**src/rtl/ctl_pkg.sv**
```systemverilog
package ctl_pkg;
  typedef enum logic [3:0] {
    OP_HALT  = 4'h0,
    OP_NOP   = 4'h1,
    OP_RRMOV = 4'h2,
    OP_IRMOV = 4'h3,
    OP_RMMOV = 4'h4,
    OP_MRMOV = 4'h5,
    OP_ALU   = 4'h6,
    OP_JMP   = 4'h7,
    OP_CALL  = 4'h8,
    OP_RET   = 4'h9,
    OP_PUSH  = 4'hA,
    OP_POP   = 4'hB,
    OP_BADC  = 4'hC,
    OP_BADD  = 4'hD,
    OP_BADE  = 4'hE,
    OP_BADF  = 4'hF
  } op_e;

  typedef enum logic [2:0] {
    ST_NONE = 3'd0,
    ST_AOK  = 3'd1,
    ST_HLT  = 3'd2,
    ST_ADR  = 3'd3,
    ST_INS  = 3'd4
  } stat_e;

  localparam logic [3:0] LAST_VALID_OP = 4'hB;
endpackage

```
**src/rtl/ctl_regsel.sv**
```systemverilog
module ctl_regsel
  import ctl_pkg::*;
#(
  parameter int RW      = 4,
  parameter int SP_ID   = 4,
  parameter int NONE_ID = 8
) (
  input  op_e           op,
  input  logic [RW-1:0] ra,
  input  logic [RW-1:0] rb,
  input  logic          ok,
  output logic [RW-1:0] src_a,
  output logic [RW-1:0] src_b,
  output logic [RW-1:0] dst_e,
  output logic [RW-1:0] dst_m
);
  localparam logic [RW-1:0] SP   = RW'(SP_ID);
  localparam logic [RW-1:0] NONE = RW'(NONE_ID);

  always_comb begin
    unique case (op)
      OP_RRMOV, OP_RMMOV, OP_ALU, OP_PUSH: src_a = ra;
      OP_POP, OP_RET:                      src_a = SP;
      default:                             src_a = NONE;
    endcase

    unique case (op)
      OP_ALU, OP_RMMOV, OP_MRMOV:          src_b = rb;
      OP_PUSH, OP_POP, OP_CALL, OP_RET:    src_b = SP;
      default:                             src_b = NONE;
    endcase

    unique case (op)
      OP_RRMOV, OP_IRMOV, OP_ALU:          dst_e = rb;
      OP_PUSH, OP_POP, OP_CALL, OP_RET:    dst_e = SP;
      default:                             dst_e = NONE;
    endcase

    unique case (op)
      OP_MRMOV, OP_POP:                    dst_m = ra;
      default:                             dst_m = NONE;
    endcase

    if (!ok) begin
      dst_e = NONE;
      dst_m = NONE;
    end
  end
endmodule

```
**src/rtl/ctl_memsel.sv**
```systemverilog
module ctl_memsel
  import ctl_pkg::*;
#(
  parameter int W = 32
) (
  input  op_e          op,
  input  logic         ok,
  input  logic [W-1:0] vala,
  input  logic [W-1:0] vale,
  input  logic [W-1:0] valp,
  output logic         rd,
  output logic         wr,
  output logic [W-1:0] addr,
  output logic [W-1:0] wdata
);
  logic wr_raw;

  always_comb begin
    rd     = (op == OP_MRMOV) || (op == OP_POP) || (op == OP_RET);
    wr_raw = (op == OP_RMMOV) || (op == OP_PUSH) || (op == OP_CALL);
    wr     = wr_raw && ok;
    wdata  = (op == OP_CALL) ? valp : vala;
    unique case (op)
      OP_RMMOV, OP_PUSH, OP_CALL, OP_MRMOV: addr = vale;
      OP_POP, OP_RET:                       addr = vala;
      default:                              addr = '0;
    endcase
  end
endmodule

```
**src/rtl/ctl_pcstat.sv**
```systemverilog
module ctl_pcstat
  import ctl_pkg::*;
#(
  parameter int W = 32
) (
  input  op_e          op,
  input  logic         bch,
  input  logic         imem_err,
  input  logic         dmem_err,
  input  logic [W-1:0] valc,
  input  logic [W-1:0] valm,
  input  logic [W-1:0] valp,
  output logic [W-1:0] next_pc,
  output stat_e        status,
  output logic         ok
);
  logic valid;

  always_comb begin
    valid = (op <= LAST_VALID_OP);

    if (op == OP_CALL)             next_pc = valc;
    else if (op == OP_JMP && bch)  next_pc = valc;
    else if (op == OP_RET)         next_pc = valm;
    else                           next_pc = valp;

    if (imem_err || dmem_err)      status = ST_ADR;
    else if (!valid)               status = ST_INS;
    else if (op == OP_HALT)        status = ST_HLT;
    else                           status = ST_AOK;

    ok = (status == ST_AOK);
  end
endmodule

```
**src/rtl/ctl_decoder.sv**
```systemverilog
module ctl_decoder
  import ctl_pkg::*;
#(
  parameter int W       = 32,
  parameter int RW      = 4,
  parameter int SP_ID   = 4,
  parameter int NONE_ID = 8
) (
  input  logic          clk,
  input  logic          rst,
  input  logic [3:0]    icode_i,
  input  logic [RW-1:0] ra_i,
  input  logic [RW-1:0] rb_i,
  input  logic          bch_i,
  input  logic          imem_err_i,
  input  logic          dmem_err_i,
  input  logic [W-1:0]  valc_i,
  input  logic [W-1:0]  vala_i,
  input  logic [W-1:0]  vale_i,
  input  logic [W-1:0]  valm_i,
  input  logic [W-1:0]  valp_i,
  output logic [RW-1:0] src_a_o,
  output logic [RW-1:0] src_b_o,
  output logic [RW-1:0] dst_e_o,
  output logic [RW-1:0] dst_m_o,
  output logic          mem_rd_o,
  output logic          mem_wr_o,
  output logic [W-1:0]  mem_addr_o,
  output logic [W-1:0]  mem_wdata_o,
  output logic [W-1:0]  next_pc_o,
  output logic [2:0]    status_o
);
  localparam logic [RW-1:0] NONE = RW'(NONE_ID);

  op_e           op;
  logic          ok;
  stat_e         st_c;
  logic [W-1:0]  npc_c, addr_c, wdata_c;
  logic          rd_c, wr_c;
  logic [RW-1:0] sa_c, sb_c, de_c, dm_c;

  // a fetch fault turns the instruction into a no-op
  assign op = imem_err_i ? OP_NOP : op_e'(icode_i);

  ctl_pcstat #(.W(W)) u_pcstat (
    .op(op), .bch(bch_i), .imem_err(imem_err_i), .dmem_err(dmem_err_i),
    .valc(valc_i), .valm(valm_i), .valp(valp_i),
    .next_pc(npc_c), .status(st_c), .ok(ok)
  );

  ctl_regsel #(.RW(RW), .SP_ID(SP_ID), .NONE_ID(NONE_ID)) u_regsel (
    .op(op), .ra(ra_i), .rb(rb_i), .ok(ok),
    .src_a(sa_c), .src_b(sb_c), .dst_e(de_c), .dst_m(dm_c)
  );

  ctl_memsel #(.W(W)) u_memsel (
    .op(op), .ok(ok), .vala(vala_i), .vale(vale_i), .valp(valp_i),
    .rd(rd_c), .wr(wr_c), .addr(addr_c), .wdata(wdata_c)
  );

  always_ff @(posedge clk) begin
    if (rst) begin
      src_a_o     <= NONE;
      src_b_o     <= NONE;
      dst_e_o     <= NONE;
      dst_m_o     <= NONE;
      mem_rd_o    <= 1'b0;
      mem_wr_o    <= 1'b0;
      mem_addr_o  <= '0;
      mem_wdata_o <= '0;
      next_pc_o   <= '0;
      status_o    <= ST_AOK;
    end else begin
      src_a_o     <= sa_c;
      src_b_o     <= sb_c;
      dst_e_o     <= de_c;
      dst_m_o     <= dm_c;
      mem_rd_o    <= rd_c;
      mem_wr_o    <= wr_c;
      mem_addr_o  <= addr_c;
      mem_wdata_o <= wdata_c;
      next_pc_o   <= npc_c;
      status_o    <= st_c;
    end
  end


  wr_needs_ok_chk: assert property (@(posedge clk) disable iff (rst)
    mem_wr_o |-> status_o == ST_AOK);


  dst_needs_ok_chk: assert property (@(posedge clk) disable iff (rst)
    (status_o != ST_AOK) |-> (dst_e_o == NONE && dst_m_o == NONE));


  rd_wr_excl_chk: assert property (@(posedge clk) disable iff (rst)
    !(mem_rd_o && mem_wr_o));


  err_to_adr_chk: assert property (@(posedge clk) disable iff (rst)
    (imem_err_i || dmem_err_i) |=> status_o == ST_ADR);


  ret_pc_chk: assert property (@(posedge clk) disable iff (rst)
    (icode_i == OP_RET && !imem_err_i) |=> next_pc_o == $past(valm_i));


  fetch_fault_nop_chk: assert property (@(posedge clk) disable iff (rst)
    imem_err_i |=> (!mem_rd_o && !mem_wr_o && next_pc_o == $past(valp_i)));
endmodule

```
**config.mk**
```make
export PLATFORM = sky130hd
export DESIGN_NAME = ctl_decoder
export DESIGN_NICKNAME = d
export VERILOG_FILES = /design/src/rtl/ctl_pkg.sv /design/src/rtl/ctl_regsel.sv /design/src/rtl/ctl_memsel.sv /design/src/rtl/ctl_pcstat.sv /design/src/rtl/ctl_decoder.sv
export SDC_FILE = /design/constraint.sdc
export NUM_CORES = 1
export LEC_CHECK = 0
export BUFFER_PORTS_ARGS = -buffer_cell sky130_fd_sc_hd__buf_2
export CORE_AREA = 2 2 114 116
export CTS_CLUSTER_SIZE = 20
export DETAILED_ROUTE_END_ITERATION = 8
export DIE_AREA = 0 0 116 118
export PLACE_DENSITY = 0.71
export REMOVE_ABC_BUFFERS = 1
export SKIP_CTS_REPAIR_TIMING = 1
export SYNTH_ARGS = -nofsm -noshare
export SYNTH_HDL_FRONTEND = slang
export SYNTH_SLANG_ARGS = --single-unit
```
**constraint.sdc**
```tcl
create_clock -name clk -period 1.2 [get_ports clk]
set_input_delay 0.18 -clock clk [delete_from_list [all_inputs] [get_ports clk]]
set_output_delay 0.18 -clock clk [all_outputs]
set_load 0.02 [all_outputs]
```
Word-level counts from Yosys, hierarchy flattened
Index checks and enable logic that the tools add are counted.
- register bits: 117
- bits of input ports: 177
- output and inout port bits: 117
- order comparisons: 1
- eq/ne operators: 11
- multiplexer cells: 12
- bitwise logic cells: 2
- reduce and logical (&&, ||, !) cells: 17
- operators by type and width (cell ; count):
    two-way mux 32 bit ; 4
    case mux 32 bit (2 select lines) ; 1
    case mux 4 bit (2 select lines) ; 3
    equality test 4 x 3 -> 1 bit, second input constant ; 4
    equality test 4 bit, second input constant ; 4
    OR reduction 4 bit ; 3
    OR reduction 3 bit ; 3
    equality test 4 x 2 -> 1 bit, second input constant ; 2
    two-way mux 3 bit ; 2
    OR reduction 2 bit ; 3
    logical OR 1 bit ; 5
    <= comparator 4 bit, second input constant ; 1
    zero test 4 bit ; 1
    two-way mux 4 bit ; 1
    equality test 3 x 1 -> 1 bit, second input constant ; 1
    logical AND 1 bit ; 2
    two-way mux 2 bit ; 1
    inverter 1 bit ; 2

Depth between registers and ports, before layout
- depth after elaboration: 8
- gate-level depth with buffers: 6
- gate-level depth less buffers: 4

Modules after synthesis
A second synthesis with hierarchy kept.
- cell total of the unflattened synthesis: 487
- area, all modules: 5709.2 µm²
- modules (own cells, without submodules) (module ; times used ; cells an instance ; area an instance (µm²) ; seq. area each (µm²)):
    ctl_decoder ; 1 ; 251 ; 3233.1 ; 2342.2
    ctl_pcstat ; 1 ; 83 ; 1122.3 ; 0.0
    ctl_memsel ; 1 ; 117 ; 1117.3 ; 0.0
    ctl_regsel ; 1 ; 36 ; 236.5 ; 0.0

Worst setup path before layout
Ideal clock, no wire load.
- path type: input port to flip-flop
- start point: in icode_i[0]
- end point: reg next_pc_o[10]
- library setup time: 0.142 ns
- data arrival time: 1.139 ns
- data required time: 1.058 ns
- slack: -0.081 ns
- cell stages on the path: 5
- path through: buf_2 -> and2_1 -> a22oi_4 -> clkbuf_1 -> a311oi_1
- word-level cells in the longest chain between the ends: 5
- elaborated cells on any way between the ends: 8
- ends and longest elaborated chain (element ; RTL line ; source):
    from (decl) ; ctl_decoder.sv:11 ; input logic [3:0] icode_i,
    two-way mux 4 bit (*) ; ctl_decoder.sv:43 ; assign op = imem_err_i ? OP_NOP : op_e'(icode_i);
    equality test 4 bit / equality test 4 x 3 -> 1 bit (equally long branches) ; ctl_pcstat.sv:24, ctl_pcstat.sv:23 ;
    two-way mux 32 bit / logical AND 1 bit (equally long branches) ; ctl_pcstat.sv:24, ctl_pcstat.sv:23 ;
    two-way mux 32 bit ; ctl_pcstat.sv:23 ; else if (op == OP_JMP && bch) next_pc = valc;
    two-way mux 32 bit (*) ; ctl_pcstat.sv:22 ; if (op == OP_CALL) next_pc = valc;
    to (signal assigned) ; ctl_decoder.sv:82 ; next_pc_o <= npc_c;
    to (decl) ; ctl_decoder.sv:30 ; output logic [W-1:0] next_pc_o,
Mark *: on every way between the ends. The rest lies on a longest branch, timed or not.
A chain may end at the register's enable or synchronous reset.

Worst setup path in the final report
- start point: in icode_i[2]
- end point: reg next_pc_o[7]
The elaborated chain is that of the path after synthesis.

==> flow_summary.toml <==
[global_route]
use_met1_pct = 24.8
globalRoute.busiestLayer = "met2"
grt_pass1_wl_um = 23500
overflow = 0
grt_util_met3_pct = 7.16
antenna_found_initial = 1
grt_max_degree = 58
grt_pass1_vias = 4720
use_met2_pct = 38.7
track_usage_pct = 22.3

[cts]
cts.reportedPaths.clkPinSlew_ps = 50
cts_root_buf = "clkbuf_16"
clockBufferDepth = 2
cts_tree = "done"
clock_sinks = 117
cts_inserted_buffers = 17
htree_levels = 4

[power]
p_switching_uw = 2550
max-vdd-ir-drop_mv = 0.904
p_leak_uw = 0.00349
swShare_pct = 23.6
power.share.sequential_pct = 38.0
p_per_area_nw_per_um2 = 1550
p_int_uw = 8260
total_power_uw = 10800
p_comb_share_pct = 11.9
clkPwrFrac_pct = 50.1

[floorplanning]
row_count = 41
core_um2 = 12400
die_h_um = 118
pin_count = 294
dieArea_um2 = 13700
chipWidth_um = 116
initial_utilization_pct = 35.3

[sta]
hold_violations = 0
slew_headroom_pct = 77.6
setup_violations = 0
drv_slew = 0
finalWorstSetupSlack_ps = 56.2
fin_crit_ps = 1140
fin_crit_sh_pct = 95.3
max_freq_ghz = 0.874
worst_slew_pin_slew_ps = 332
grt_setup_unrepaired = "false"

[yosys]
synth_cells = 514
yosysMostFrequentCell = "nand2_1"
synth_top_cells_by_count = "nand2_1, dfxtp_1, nor2_1, a21oi_1"
synthArstFlopShare_pct = 0
post_synth.cell_area_avg_um2 = 8.53
synth_top_cell_area_share_pct = 53.4
synthDistinctLibCells = 34
ys_ff_latch = 117
synth_top_flop_cell = "dfxtp_1"
yosysWarnings = 0
syn_area_um2 = 4380
synth-seq-area-share_pct = 53.4
yosys.area.top_type = "dfxtp_1"
ys_top_cells_by_area = "dfxtp_1, nand2_1, nor2_1"
synth_enable_flop_cells = 0

[cells_and_area]
fin_cells = 1014
drive_above_1_share_pct = 44.3
fin_nets = 1004
n_fill_cell = 1161
syn_to_final_growth_pct = 59.2

[status]
status = "completed"

[critical_path]
max_stage_delay_ps = 330
arrival_ps = 1450
cp_max_fo = 28
critPathBufInv = 3
crit_top_cell = "buf_4"
cp_top_family = "buffers and inverters"
worstSetupEndpointType = "register"
required_ps = 1510
cpMaxStageDelayCell = "buf_4"
startpoint_type = "primary input"
path_cells = "buf_2, nor4bb_2, buf_4, a22oi_4, buf_4, nor2_1, a311oi_1"
crit_cells = 7
critical_path_class = "primary input to register"

[placement]
hpwl_um = 11500
numPortBuffers = 293
place_inst = 973
place_congestion = 0.856
place_ws_ps = -365

[detailed_routing]
via_per_inst = 4.77
ant_nets = 0
wirelength_um = 15500
dr.pass1.iters = 5
num_vias = 4835
wl_per_cell_um = 15.3
drc_errors = 0
drtIter0Drc = 371

[hold_path]
holdCritPathClass = "primary input to register"
holdPathEnd = "mem_addr_o[1]"
hold_path_depth = 3
hold_start = "vale_i[1]"

[run]
cap_violations = 0
[cell families after synthesis]
family / share of synthesized area (%)
and+or+nand+nor: 24.0
DFF: 53.4
AOI/OAI and AO/OA: 18.0
buffers and inverters: 4.59
[through the flow]
step / setup TNS (ps) / area [µm²] / util [%] / hold slack [ps]
after floorplan: -51380 / 4180 / - / 249
after global placement: -21790 / 6260 / 50.5 / 389
after detailed placement: -23660 / 6260 / 50.5 / 396
after CTS: 0 / 6910 / 55.6 / -35.9
after global routing: 0 / 6980 / 56.2 / 1.25
final: 0 / 6980 / 56.2 / 7.84
[how the worst max path moves through the flow]
stage | slack (ps) | startpoint | to
after global placement | -270 | icode_i[2] | next_pc_o[12]
final | 60 | icode_i[2] | next_pc_o[7]
after floorplan | -690 | imem_err_i | mem_addr_o[0]
after detailed placement | -370 | icode_i[2] | next_pc_o[7]
after CTS | 70 | icode_i[2] | next_pc_o[7]
after global routing | 10 | icode_i[2] | next_pc_o[28]
[placed cells by master (no fill, tap or decap), types with 3 or more instances in the layout]
cell type,netlist,final
dfxtp_1,117,117
buf_12,0,9
and2_1,8,8
buf_4,6,28
a21oi_1,35,35
dlygate4sd3_1,0,7
nand2_1,132,132
clkbuf_8,0,3
clkinv_2,0,3
a311oi_1,32,32
a22oi_1,32,32
bufinv_16,0,4
clkinv_4,0,3
nor3b_1,3,3
nor3_1,6,6
nor2_1,79,78
clkbuf_16,0,17
nand2b_1,5,5
buf_2,17,292
[flip-flops by register name, indices dropped and copies added, names as in the netlist, 3 cells and up]
register / count
dst_m_o: 4
status_o: 3
src_b_o: 4
mem_wdata_o: 32
mem_addr_o: 32
dst_e_o: 4
next_pc_o: 32
src_a_o: 4
[layer usage]
| metal | part of all wire, % | up-vias |
|---|---|---|
| li1 | - | 2386 |
| met1 | 39 | 2183 |
| met2 | 51 | 240 |
| met3 | 8.5 | 26 |
| met4 | 2.0 | 0 |
| met5 | 0 | - |
[area by class of cell]
type / count / area [µm²] / share of cell area, %
antenna: 2 / 5.00 / 0.0717
clock buffer: 20 / 467 / 6.68
clock inverter: 12 / 176 / 2.53
multi-input combinational: 355 / 1850 / 26.6
sequential: 117 / 2340 / 33.5
tap: 172 / 215 / 3.08
timing repair buffer: 336 / 1920 / 27.5
[power by group through the flow]
stage	sequential [µW]	clock [µW]	combinational, µW
after floorplan	4420	0	284
after global placement	4180	0	1260
after detailed placement	4190	0	1270
after CTS	4100	5530	1280
after global routing	4120	5740	1400
final	4100	5420	1290
(Power assumes the default switching activity.)
